**src/rtl/frame_restore_pkg.sv**
```systemverilog
package frame_restore_pkg;

    localparam int OCTET_W = 8;

    localparam logic [OCTET_W-1:0] FRAME_ALIGN_CHAR = 8'hFC;
    localparam logic [OCTET_W-1:0] MF_ALIGN_CHAR    = 8'h7C;

    typedef enum logic [1:0] {
        CH_DATA        = 2'd0,
        CH_FRAME_ALIGN = 2'd1,
        CH_MF_ALIGN    = 2'd2
    } char_kind_e;

    typedef struct packed {
        logic [OCTET_W-1:0] data;
        logic               err;
    } restored_t;

    function automatic char_kind_e classify_octet(input logic ctrl,
                                                  input logic [OCTET_W-1:0] d);
        if (!ctrl)                  return CH_DATA;
        if (d == FRAME_ALIGN_CHAR)  return CH_FRAME_ALIGN;
        if (d == MF_ALIGN_CHAR)     return CH_MF_ALIGN;
        return CH_DATA;
    endfunction

endpackage

```
**src/rtl/frame_tracker.sv**
```systemverilog
module frame_tracker #(
    parameter int OCTETS_PER_FRAME = 8,
    parameter int FRAMES_PER_MF    = 4
) (
    input  logic clk,
    input  logic rst,
    input  logic in_valid,
    input  logic in_sync,
    output logic active,
    output logic frame_start,
    output logic frame_end,
    output logic mf_start,
    output logic mf_end
);
    localparam int OCT_IDX_W = (OCTETS_PER_FRAME > 1) ? $clog2(OCTETS_PER_FRAME) : 1;
    localparam int FRM_IDX_W = (FRAMES_PER_MF > 1) ? $clog2(FRAMES_PER_MF) : 1;
    localparam logic [OCT_IDX_W-1:0] LAST_OCT = OCT_IDX_W'(OCTETS_PER_FRAME - 1);
    localparam logic [FRM_IDX_W-1:0] LAST_FRM = FRM_IDX_W'(FRAMES_PER_MF - 1);

    logic                 locked_q;
    logic [OCT_IDX_W-1:0] oct_q, cur_oct;
    logic [FRM_IDX_W-1:0] frm_q, cur_frm;

    always_comb begin
        cur_oct     = in_sync ? '0 : oct_q;
        cur_frm     = in_sync ? '0 : frm_q;
        active      = in_valid & (in_sync | locked_q);
        frame_start = (cur_oct == '0);
        frame_end   = (cur_oct == LAST_OCT);
        mf_start    = (cur_frm == '0);
        mf_end      = (cur_frm == LAST_FRM);
    end

    always_ff @(posedge clk) begin
        if (rst) begin
            locked_q <= 1'b0;
            oct_q    <= '0;
            frm_q    <= '0;
        end else if (active) begin
            locked_q <= 1'b1;
            if (frame_end) begin
                oct_q <= '0;
                frm_q <= mf_end ? '0 : cur_frm + 1'b1;
            end else begin
                oct_q <= cur_oct + 1'b1;
                frm_q <= cur_frm;
            end
        end
    end

endmodule

```
**src/rtl/align_restorer.sv**
```systemverilog
module align_restorer
    import frame_restore_pkg::*;
(
    input  logic               clk,
    input  logic               rst,
    input  logic               active,
    input  logic               frame_end,
    input  logic               mf_end,
    input  logic               in_ctrl,
    input  logic [OCTET_W-1:0] in_data,
    output restored_t          restored
);
    logic [OCTET_W-1:0] last_end_q;
    char_kind_e         kind;

    always_comb begin
        kind          = classify_octet(in_ctrl, in_data);
        restored.data = in_data;
        restored.err  = 1'b0;
        unique case (kind)
            CH_FRAME_ALIGN: begin
                if (frame_end) restored.data = last_end_q;
                else           restored.err  = 1'b1;
            end
            CH_MF_ALIGN: begin
                if (frame_end && mf_end) restored.data = last_end_q;
                else                     restored.err  = 1'b1;
            end
            default: ;
        endcase
    end

    always_ff @(posedge clk) begin
        if (rst) begin
            last_end_q <= '0;
        end else if (active && frame_end) begin
            last_end_q <= restored.data;
        end
    end

endmodule

```
**src/rtl/frame_unpacker.sv**
```systemverilog
module frame_unpacker
    import frame_restore_pkg::*;
#(
    parameter int OCTETS_PER_FRAME = 8,
    parameter int SAMPLE_W         = 12,
    parameter int NUM_SAMPLES      = 5
) (
    input  logic                            clk,
    input  logic                            rst,
    input  logic                            active,
    input  logic                            frame_start,
    input  logic                            frame_end,
    input  logic                            mf_start,
    input  restored_t                       restored,
    output logic                            out_valid,
    output logic [NUM_SAMPLES*SAMPLE_W-1:0] out_samples,
    output logic                            out_som,
    output logic                            out_err,
    output logic                            tail_err
);
    localparam int FRAME_W = OCTETS_PER_FRAME * OCTET_W;
    localparam int ACC_W   = FRAME_W - OCTET_W;
    localparam int TAIL_W  = FRAME_W - NUM_SAMPLES * SAMPLE_W;

    logic [ACC_W-1:0]                acc_q;
    logic                            err_acc_q;
    logic                            som_q;
    logic [FRAME_W-1:0]              frame_word;
    logic [NUM_SAMPLES*SAMPLE_W-1:0] samples_d;
    logic                            tail_bad;

    assign frame_word = {acc_q, restored.data};

    for (genvar i = 0; i < NUM_SAMPLES; i++) begin : g_slice
        assign samples_d[i*SAMPLE_W +: SAMPLE_W] =
            frame_word[FRAME_W-1-i*SAMPLE_W -: SAMPLE_W];
    end

    if (TAIL_W > 0) begin : g_tail
        assign tail_bad = |frame_word[TAIL_W-1:0];
    end else begin : g_no_tail
        assign tail_bad = 1'b0;
    end

    always_ff @(posedge clk) begin
        if (rst) begin
            acc_q     <= '0;
            err_acc_q <= 1'b0;
            som_q     <= 1'b0;
        end else if (active) begin
            acc_q <= {acc_q[ACC_W-OCTET_W-1:0], restored.data};
            if (frame_start) begin
                err_acc_q <= restored.err;
                som_q     <= mf_start;
            end else begin
                err_acc_q <= err_acc_q | restored.err;
            end
        end
    end

    always_ff @(posedge clk) begin
        if (rst) begin
            out_valid   <= 1'b0;
            out_samples <= '0;
            out_som     <= 1'b0;
            out_err     <= 1'b0;
            tail_err    <= 1'b0;
        end else begin
            out_valid <= active && frame_end;
            out_som   <= active && frame_end && som_q;
            out_err   <= active && frame_end && (err_acc_q | restored.err);
            if (active && frame_end) begin
                out_samples <= samples_d;
                if (tail_bad) tail_err <= 1'b1;
            end
        end
    end

endmodule

```
**src/rtl/frame_restore.sv**
```systemverilog
module frame_restore
    import frame_restore_pkg::*;
#(
    parameter int OCTETS_PER_FRAME = 8,
    parameter int FRAMES_PER_MF    = 4,
    parameter int SAMPLE_W         = 12,
    parameter int NUM_SAMPLES      = 5
) (
    input  logic                            clk,
    input  logic                            rst,
    input  logic                            in_valid,
    input  logic [7:0]                      in_data,
    input  logic                            in_ctrl,
    input  logic                            in_sync,
    output logic                            out_valid,
    output logic [NUM_SAMPLES*SAMPLE_W-1:0] out_samples,
    output logic                            out_som,
    output logic                            out_err,
    output logic                            tail_err
);
    logic      active, frame_start, frame_end, mf_start, mf_end;
    restored_t restored;

    frame_tracker #(
        .OCTETS_PER_FRAME(OCTETS_PER_FRAME),
        .FRAMES_PER_MF   (FRAMES_PER_MF)
    ) tracker_i (
        .clk        (clk),
        .rst        (rst),
        .in_valid   (in_valid),
        .in_sync    (in_sync),
        .active     (active),
        .frame_start(frame_start),
        .frame_end  (frame_end),
        .mf_start   (mf_start),
        .mf_end     (mf_end)
    );

    align_restorer restorer_i (
        .clk      (clk),
        .rst      (rst),
        .active   (active),
        .frame_end(frame_end),
        .mf_end   (mf_end),
        .in_ctrl  (in_ctrl),
        .in_data  (in_data),
        .restored (restored)
    );

    frame_unpacker #(
        .OCTETS_PER_FRAME(OCTETS_PER_FRAME),
        .SAMPLE_W        (SAMPLE_W),
        .NUM_SAMPLES     (NUM_SAMPLES)
    ) unpacker_i (
        .clk        (clk),
        .rst        (rst),
        .active     (active),
        .frame_start(frame_start),
        .frame_end  (frame_end),
        .mf_start   (mf_start),
        .restored   (restored),
        .out_valid  (out_valid),
        .out_samples(out_samples),
        .out_som    (out_som),
        .out_err    (out_err),
        .tail_err   (tail_err)
    );

endmodule

```
**config.mk**
```make
export PLATFORM = sky130hd
export DESIGN_NAME = frame_restore
export DESIGN_NICKNAME = d
export VERILOG_FILES = /design/src/rtl/frame_restore_pkg.sv /design/src/rtl/frame_tracker.sv /design/src/rtl/align_restorer.sv /design/src/rtl/frame_unpacker.sv /design/src/rtl/frame_restore.sv
export SDC_FILE = /design/constraint.sdc
export NUM_CORES = 1
export LEC_CHECK = 0
export ABC_AREA = 1
export BUFFER_PORTS_ARGS = -buffer_cell sky130_fd_sc_hd__buf_4
export CORE_MARGIN = 5
export CORE_UTILIZATION = 51
export DETAILED_ROUTE_END_ITERATION = 10
export PLACE_DENSITY = 0.72
export SLEW_MARGIN = 25
export SYNTH_ARGS = -nofsm -noshare
export SYNTH_HDL_FRONTEND = slang
export SYNTH_SLANG_ARGS = --single-unit
```
**constraint.sdc**
```tcl
create_clock -name clk -period 1.7 [get_ports clk]
set_input_delay 0.17 -clock clk [delete_from_list [all_inputs] [get_ports clk]]
set_output_delay 0.17 -clock clk [all_outputs]
set_load 0.05 [all_outputs]
```
---- Word level (Yosys, flattened, before mapping) ----
Index checks and enable logic that the tools add are counted.
storage, ports and cells
  register bits after elaboration ......... 136
  bits of input ports ..................... 13
  output and inout port bits .............. 64
operators by class
  $add $sub $neg .......................... 2
  equality and inequality tests ........... 6
  muxes and demuxes ....................... 22
  bitwise gates (word level) .............. 3
  reduce and logical (&&, ||, !) cells .... 9
operator list
  kind                 count
  $mux 2               9
  $pmux 9 s2           1
  $mux 8               2
  $eq 8x7->1 const B   1
  $eq 8x8->1 const B   1
  $mux 1               8
  $mux 3               2
  $eq 2x2->1 const B   2
  $logic_and 1x1->1    4
  $reduce_and 2->1     2
  $reduce_or 4->1      1
  $add 3x1->3 const B  1
  $eq 3x3->1 const B   1
  $logic_not 3->1      1
  $add 2x1->2 const B  1
  $eq 2x1->1 const B   1
  $logic_not 2->1      1
  $or 1x1->1           2
  $and 1x1->1          1

---- Logic depth before layout (Yosys ltp) ----
Gate-level depths: netlist (run 1).
  depth in word-level cells ............... 12
  depth in mapped cells ................... 16
  mapped depth without buffers ............ 15

---- By module ----
Synthesis (run 1) repeated with hierarchy kept, for this count alone.
unflattened totals
  cell total of the unflattened synthesis .. 773
  area, all modules ....................... 5611.6 µm²
modules (own cells, without submodules)
  module          instances  cells each  area an instance (µm²)  sequential area each (µm²)
  frame_unpacker  1          585         4445.5                  2442.3
  align_restorer  1          134         795.8                   160.2
  frame_tracker   1          54          370.4                   120.1

---- Worst setup path before layout (run 1) ----
Ideal clock, no wire load.
  kind .................................... register to register
  from .................................... reg tracker_i.oct_q[0]
  to ...................................... reg unpacker_i.tail_err
  library setup time ...................... 0.113 ns
  arrival time ............................ 1.633 ns
  setup slack ............................. -0.046 ns
  stages on the path, launching flop included .. 16
  period minus slack after synthesis ...... 1.746 ns
  path through ............................ dfxtp_1 > nand2_1 > inv_1 > ha_1 > ha_1 > buf_2 > nand2_1 > nand2_1 > nand2_1 > inv_1 > nand3_1 > nand3_1 > nor2_1 > nand2_1 > nand2_1 > nand2_1
between the ends
  word-level cells in the longest chain between the ends .. 7
  elaborated cells on any way between the ends .. 9
  classes of those cells .................. 1 x eq/ne; 4 x mux; 4 x reduce/logical
RTL lines
  element                       line                  source
  from (decl)                   frame_tracker.sv:21   logic [OCT_IDX_W-1:0] oct_q, cur_oct;
  from (signal assigned)        frame_tracker.sv:45   oct_q <= cur_oct + 1'b1;
  $mux 3 *                      frame_tracker.sv:25   cur_oct = in_sync ? '0 : oct_q;
  $eq 3x3->1 *                  frame_tracker.sv:29   frame_end = (cur_oct == LAST_OCT);
  $logic_and 1x1->1             align_restorer.sv:26  if (frame_end && mf_end) restored.data = last_end_q;
  $mux 8                        align_restorer.sv:26
  $pmux 9 s2                    align_restorer.sv:20  unique case (kind)
  $reduce_or 4->1               frame_unpacker.sv:40  assign tail_bad = |frame_word[TAIL_W-1:0];
  $reduce_and 2->1 (no line) *  n/a
  to (signal assigned)          frame_unpacker.sv:67  tail_err <= 1'b0;
  to (signal assigned)          frame_unpacker.sv:74  if (tail_bad) tail_err <= 1'b1;
  to (decl)                     frame_unpacker.sv:19  output logic tail_err
Every way passes the cells marked *; elsewhere a longest branch is shown, timed or not.
A chain may end at the register's enable or synchronous reset.

---- Worst setup path after layout (run 1) ----
  from .................................... reg tracker_i.oct_q[1]
  to ...................................... reg unpacker_i.out_samples[26]
between the ends
  word-level cells in the longest chain between the ends .. 3
RTL lines
  element               line                  source
  $mux 3                frame_tracker.sv:25
  $eq 3x3->1            frame_tracker.sv:29
  $logic_and 1x1->1     frame_unpacker.sv:72  if (active && frame_end) begin
  to (signal assigned)  frame_unpacker.sv:73  out_samples <= samples_d;
  to (decl)             frame_unpacker.sv:16  output logic [NUM_SAMPLES*SAMPLE_W-1:0] out_samples,
Every way passes these cells.

==> results of run 1 <==
-- timing repair --
item	4_1_cts	5_1_grt
setup endpoints to repair	77	75
gates cloned	3	2
hold buffers	1	0
gates resized for setup	32	56
pin swaps	10	14
endpoints found under the hold margin	1	0
setup buffers	4	1
-- sequential cells by signal, summed over array words and instances, names as in the netlist, 2 cells and up --
name / cells
unpacker_i.out_samples: 60
tracker_i.oct_q: 3
restorer_i.last_end_q: 4
tracker_i.frm_q: 2
unpacker_i.acc_q: 56
-- through the flow --
step           setup TNS [ns]  cells
2_1_floorplan         -0.0357    654
3_3_place_gp            -4.64    843
3_5_place_dp            -7.20    843
4_1_cts                -0.590    883
5_1_grt                 -3.09    883
6_report              -0.0250    883
-- placed cells by master, fill, tap and decap left out, types with 7 or more instances in the layout --
cell / count
inv_1: 76
nor2_1: 75
nand3_1: 36
clkbuf_16: 17
o21ai_0: 90
nor2_2: 14
a21oi_1: 56
nand2_1: 41
a211oi_1: 9
buf_12: 7
nand4_1: 9
o21ai_2: 29
dfxtp_1: 130
inv_6: 7
buf_4: 91
-- per-layer routing --
| metal | share of wire [%] | track usage (%) | up-vias |
|---|---|---|---|
| met5 | 0 | 0 | - |
| met4 | 1.4 | 6.89 | 0 |
| met3 | 5.0 | 4.86 | 20 |
| met2 | 50 | 36.7 | 110 |
| met1 | 44 | 26.6 | 2145 |
| li1 | - | - | 2324 |
-- kinds of logic (layout without fill, tap and decap cells) --
logic type	after synthesis	count (layout)	share of synthesized area, %
and+or+nand+nor	196	196	16.6
AOI/OAI and AO/OA	193	193	20.9
DFF	132	132	50.7
buffers and inverters	128	224	10.6
adders and majority gates	5	5	1.20
-- area by class of cell --
| cell class | instances | area (um^2) | share of cell area (%) |
|---|---|---|---|
| flip-flops and latches | 132 | 2650 | 37.9 |
| multi-input cells | 394 | 2240 | 32.1 |
| repair buffers | 109 | 990 | 14.2 |
| clock buffers | 18 | 418 | 5.99 |
| inverters | 83 | 329 | 4.71 |
| clock inverters | 14 | 191 | 2.74 |
| well taps | 133 | 166 | 2.38 |
-- worst register-to-register path: stages, from the launching register on --
cell,delay (ns)
dfxtp_2,0.32
inv_2,0.05
nor2_4,0.11
ha_4,0.16
ha_4,0.16
buf_6,0.11
inv_6,0.05
nor2_8,0.17
inv_8,0.08
nor2_8,0.11
inv_6,0.07
buf_12,0.14
o21ai_2,0.14
-- cell usage after synthesis, types with 2 or more instances --
master	count	area, um^2
dfxtp_1	132	2640
o21ai_0	100	500
nor2_1	91	342
inv_1	79	297
a21oi_1	58	290
nand2_1	48	180
nand3_1	43	215
buf_2	19	95.1
o21ai_2	19	166
clkbuf_1	16	60.1
a211oi_1	9	67.6
nand4_1	9	56.3
buf_4	6	45.0
ha_1	5	62.6
buf_6	3	33.8
inv_2	3	11.3
o2111ai_1	3	26.3
nor2_2	2	12.5
nor2_8	2	40.0
-- power breakdown --
group / internal, W / switching [W] / leakage [nW] / total, W
Sequential: 0.00321 / 0.0000639 / 1.08 / 0.00327
Clock: 0.00229 / 0.00147 / 0.299 / 0.00375
Combinational: 0.000160 / 0.000308 / 1.73 / 0.000468
Total: 0.00566 / 0.00184 / 3.11 / 0.00749
-- worst max-delay path by stage --
stage	start	end	slack [ns]
CTS	tracker_i.oct_q[1]	unpacker_i.out_samples[28]	-0.06
detailed placement	in_sync	unpacker_i.out_samples[14]	-0.18
finish	tracker_i.oct_q[1]	unpacker_i.out_samples[26]	-0.02
global route	tracker_i.oct_q[1]	unpacker_i.tail_err	-0.11
global placement	in_sync	unpacker_i.tail_err	-0.13
floorplan	tracker_i.oct_q[0]	unpacker_i.out_samples[28]	-0.003
==> out/results.ini, run 1 <==
[critical_path]
worstReg2RegEnd = unpacker_i.out_samples[26]
r2r_setup_slack_ns = -0.02
ff2ff_path_depth = 12
critPathTopFamily = buffers and inverters
timing.rr.start = tracker_i.oct_q[1]
crit_type = register to register
path_cells = inv_2, nor2_4, ha_4, ha_4, buf_6, inv_6, nor2_8, inv_8, nor2_8, inv_6, buf_12, o21ai_2
crit_required_ns = 2.16
slowest_stage = dfxtp_2
cp_slowest_stage_delay_ns = 0.32
crit_path_end_kind = register
cp_max_fo = 7
cp.depth = 12
critPathBufInv = 6
cp.arrival_ns = 2.17
cp-start-kind = register

[global_route]
grt_max_degree = 70
antenna_found_initial = 0
grt_pass1_wl_mm = 21.7
grt_pass1_vias = 4534
grt_overflow_total = 0
grt.total_usage_pct = 21.4

[routing]
drt_iter0_markers = 386
routed_wl_mm = 13.4
vias_per_cell = 5.21
drtPass1Iterations = 5
num_vias = 4599
wl_per_cell_um = 15.2
post-route-drc-count = 0
ant_nets = 0

[logic_synthesis]
synthFlopType = dfxtp_1
async_flop_share_pct = 0
yosys_warnings = 0
synth_area_um2 = 5210
synthCells = 654
seq_area_frac_synth_pct = 50.7
synth-edff-count = 0
syn-num-nets = 672
avgSynthCellArea_um2 = 7.97
ys_ff_latch = 132
yosysUniqueCellTypes = 26

[job]
maxCapViolations = 0

[timing]
setup_ws_ns = -0.0166
slew_viol_final = 0
max_freq_mhz = 583
tightest_slew_ns = 0.601
rsz0062_at_grt = yes
hold_slack_ns = 0.0342
setup_viol = 3
skew_ns = 0.0103
hold_violations = 0
finalCritPeriodShare_pct = 101
fin_crit_ns = 1.72
maxSlewHeadroom_pct = 59.9

[clock_tree]
clockBufferDepth = 2
root_buffer = clkbuf_8
clock_sinks = 132
htreeDepth = 4
clock_latency_ns = 0.52
numCtsBuffers = 17
clkTransAtPathRegs_ns = 0.07
cts_tree = done

[layout]
utilization_pct = 70.8
nNetsFinal = 755
design_area_um2 = 6980
layout-drive-gt1-share_pct = 29.5
n_fill_cell = 772
area_growth_syn_to_layout_pct = 34.0
antennaDiodeCount = 0

[worst_hold_path]
hp-start = in_data[4]
hold_path_class = primary input to register
min_path_cells = 5
hold-path-endpoint = unpacker_i.acc_q[4]

[power_and_ir_drop]
p_per_area_nw_per_um2 = 1070
p_total_w = 0.00749
power_leakage_nw = 3.11
peakVddDrop_mv = 0.616

[placed_design]
dpl_worst_slack_ns = -0.184
portBuffers = 76
hpwl_mm = 8.31
gp_congestion = 0.843
placed_cell_area_um2 = 5970

[outcome]
violations = setup timing
outcome = finished, violations left

[floorplan]
die_w_um = 111
dieArea_um2 = 12300
core_area_um2 = 9860
initial_core_util_pct = 52.8
die_h_um = 111
rows = 36
ioPinCount = 77

Power figures use the tool's default switching activity.
==> run 2, diff against run 1 <==
--- a/config.mk
+++ b/config.mk
@@ -11,4 +11,5 @@
 export CORE_UTILIZATION = 51
 export DETAILED_ROUTE_END_ITERATION = 10
+export HOLD_SLACK_MARGIN = 0.1
 export PLACE_DENSITY = 0.72
 export SLEW_MARGIN = 25
==> constraint.sdc (replaced) <==
create_clock -name clk -period 1.7 [get_ports clk]
set_input_delay 0 -clock clk [delete_from_list [all_inputs] [get_ports clk]]
set_output_delay 0 -clock clk [all_outputs]
set_load 0.05 [all_outputs]
==> run 2 against run 1 <==
  * The run still ends with setup timing left
  * Cell count increased by 1.6%
  * Non-clock buffer count increased by 14
  * Hold slack improved by 0.42 ns
  * Clock-buffer cell count unchanged
  * Clock power decreased by 2%
  * Utilization increased by 0.56 points
  * Final area increased by 0.79%
==> out/results.ini, run 2 (synthesized netlist as in run 1, its figures left out) <==
[routing]
num_vias = 4692
post-route-drc-count = 0
wl_per_cell_um = 15.1
drtPass1Iterations = 4
vias_per_cell = 5.23
drt_iter0_markers = 242
routed_wl_mm = 13.6
ant_nets = 0

[floorplan]
rows = 36
ioPinCount = 77
core_area_um2 = 9860
die_w_um = 111
initial_core_util_pct = 52.8
die_h_um = 111
dieArea_um2 = 12300

[clock_tree]
clock_sinks = 132
htreeDepth = 4
root_buffer = clkbuf_8
cts_tree = done
clock_latency_ns = 0.51
clockBufferDepth = 2
numCtsBuffers = 17
clkTransAtPathRegs_ns = 0.06

[placed_design]
hpwl_mm = 8.34
placed_cell_area_um2 = 5950
portBuffers = 76
gp_congestion = 0.851
dp.cells = 840

[critical_path]
cp_max_fo = 6
critPathBufInv = 4
crit_type = register to register
path_cells = inv_2, nor2_4, ha_4, ha_4, buf_6, nand2_4, buf_12, o2111ai_4, nand4_1, nand2_1, inv_1
slowest_stage = dfxtp_2
cp-start-kind = register
cp.arrival_ns = 2.12
critPathTopFamily = simple AND/OR/NAND/NOR gates
critPathMostFrequentCell = ha_4
crit_path_end_kind = register
cp_slowest_stage_delay_ns = 0.32
crit_required_ns = 2.11

[layout]
area_growth_syn_to_layout_pct = 35.0
top_regs = unpacker_i.out_samples x60, unpacker_i.acc_q x56, restorer_i.last_end_q x4
final_common_cell = dfxtp_1
final_cell_mix = dfxtp_1, buf_4, o21ai_0
design_area_um2 = 7030
layout-drive-gt1-share_pct = 26.7
antennaDiodeCount = 0
nNetsFinal = 769
largest_reg_flops = 60
post_layout_nonfiller_instances = 897
top_register = unpacker_i.out_samples

[timing]
hold_violations = 0
fin_setup_tns_ns = -0.0149
setup_ws_ns = -0.0149
setup_viol = 1
hold_slack_ns = 0.450
tightest_slew_ns = 0.575
finalCritPeriodShare_pct = 101
maxSlewHeadroom_pct = 61.6
rsz0062_at_grt = yes
fin_crit_ns = 1.71
skew_ns = 0.00704
max_freq_mhz = 583
slew_viol_final = 0

[power_and_ir_drop]
power_leakage_nw = 3.17
peakVddDrop_mv = 0.649
p_per_area_nw_per_um2 = 1060
p_total_w = 0.00744

[worst_hold_path]
hold_path_class = primary input to register

[job]
maxCapViolations = 0

[global_route]
grt_max_degree = 67
antenna_found_initial = 0
grt_overflow_total = 0
grt.total_usage_pct = 21.4
grt_pass1_wl_mm = 21.7
grt_pass1_vias = 4442

[outcome]
violations = setup timing
outcome = finished, violations left

run 2: cell count changes in the layout (fill, tap and decap cells not counted), sizes merged:
cell / delta
dlygate4sd3: +15
inv: -2
clkinv: +2
buf: -1
run 2: worst register-to-register path, delay by kind of cell, from the launching register on:
| family | cells | cell delay (ns) |
|---|---|---|
| AND/OR/NAND/NOR | 4 | 0.45 |
| adder cells (fa/ha/maj) | 2 | 0.30 |
| AO/OA/AOI/OAI | 1 | 0.19 |
| buffers and inverters | 4 | 0.36 |
| flip-flops | 1 | 0.32 |
run 2: metrics by stage:
stage / utilization, % / setup WS [ns]
after floorplan: - / -0.00336
after global placement: 60.3 / -0.0906
after detailed placement: 60.3 / -0.142
after CTS: 69.6 / 0.00946
after global routing: 71.3 / -0.104
final: 71.3 / -0.0149
run 2: area by class of cell:
| cell class | count | area (um^2) |
|---|---|---|
| Fill cell | 750 | 2830 |
| Sequential cell | 132 | 2650 |
| Multi-Input combinational cell | 394 | 2190 |
| Timing Repair Buffer | 123 | 1100 |
| Clock buffer | 18 | 428 |
| Inverter | 83 | 327 |
| Clock inverter | 14 | 171 |
| Tap cell | 133 | 166 |
run 2: what timing repair did:
action,CTS,global route
gates resized for setup,29,36
endpoints found under the hold margin,74,0
hold buffers,16,0
pin swaps,5,10
setup endpoints to repair,77,66
cloned,2,1
buffers inserted,3,3
run 2: metal layers:
layer | wire length [um] | track usage [%] | up-vias
li1 | - | - | 2337
met1 | 5980 | 27.1 | 2208
met2 | 6660 | 36.1 | 125
met3 | 691 | 5.08 | 22
met4 | 216 | 6.89 | 0
met5 | 0 | 0 | -
run 2: power breakdown:
part | internal (W) | switching (W) | total (W)
Clock | 0.00229 | 0.00138 | 0.00367
Sequential | 0.00321 | 0.0000601 | 0.00327
Combinational | 0.000180 | 0.000319 | 0.000499
Total | 0.00568 | 0.00176 | 0.00744
run 2: worst paths after layout:
check	start	end	slack [ns]	cells after the start
worst min register to register	unpacker_i.acc_q[51]	unpacker_i.acc_q[51]	0.45	2
worst max register to register	tracker_i.oct_q[1]	unpacker_i.acc_q[5]	-0.01	11
worst max-delay path	tracker_i.oct_q[1]	unpacker_i.acc_q[5]	-0.01	11
worst min-delay path	in_data[3]	restorer_i.last_end_q[3]	0.45	6
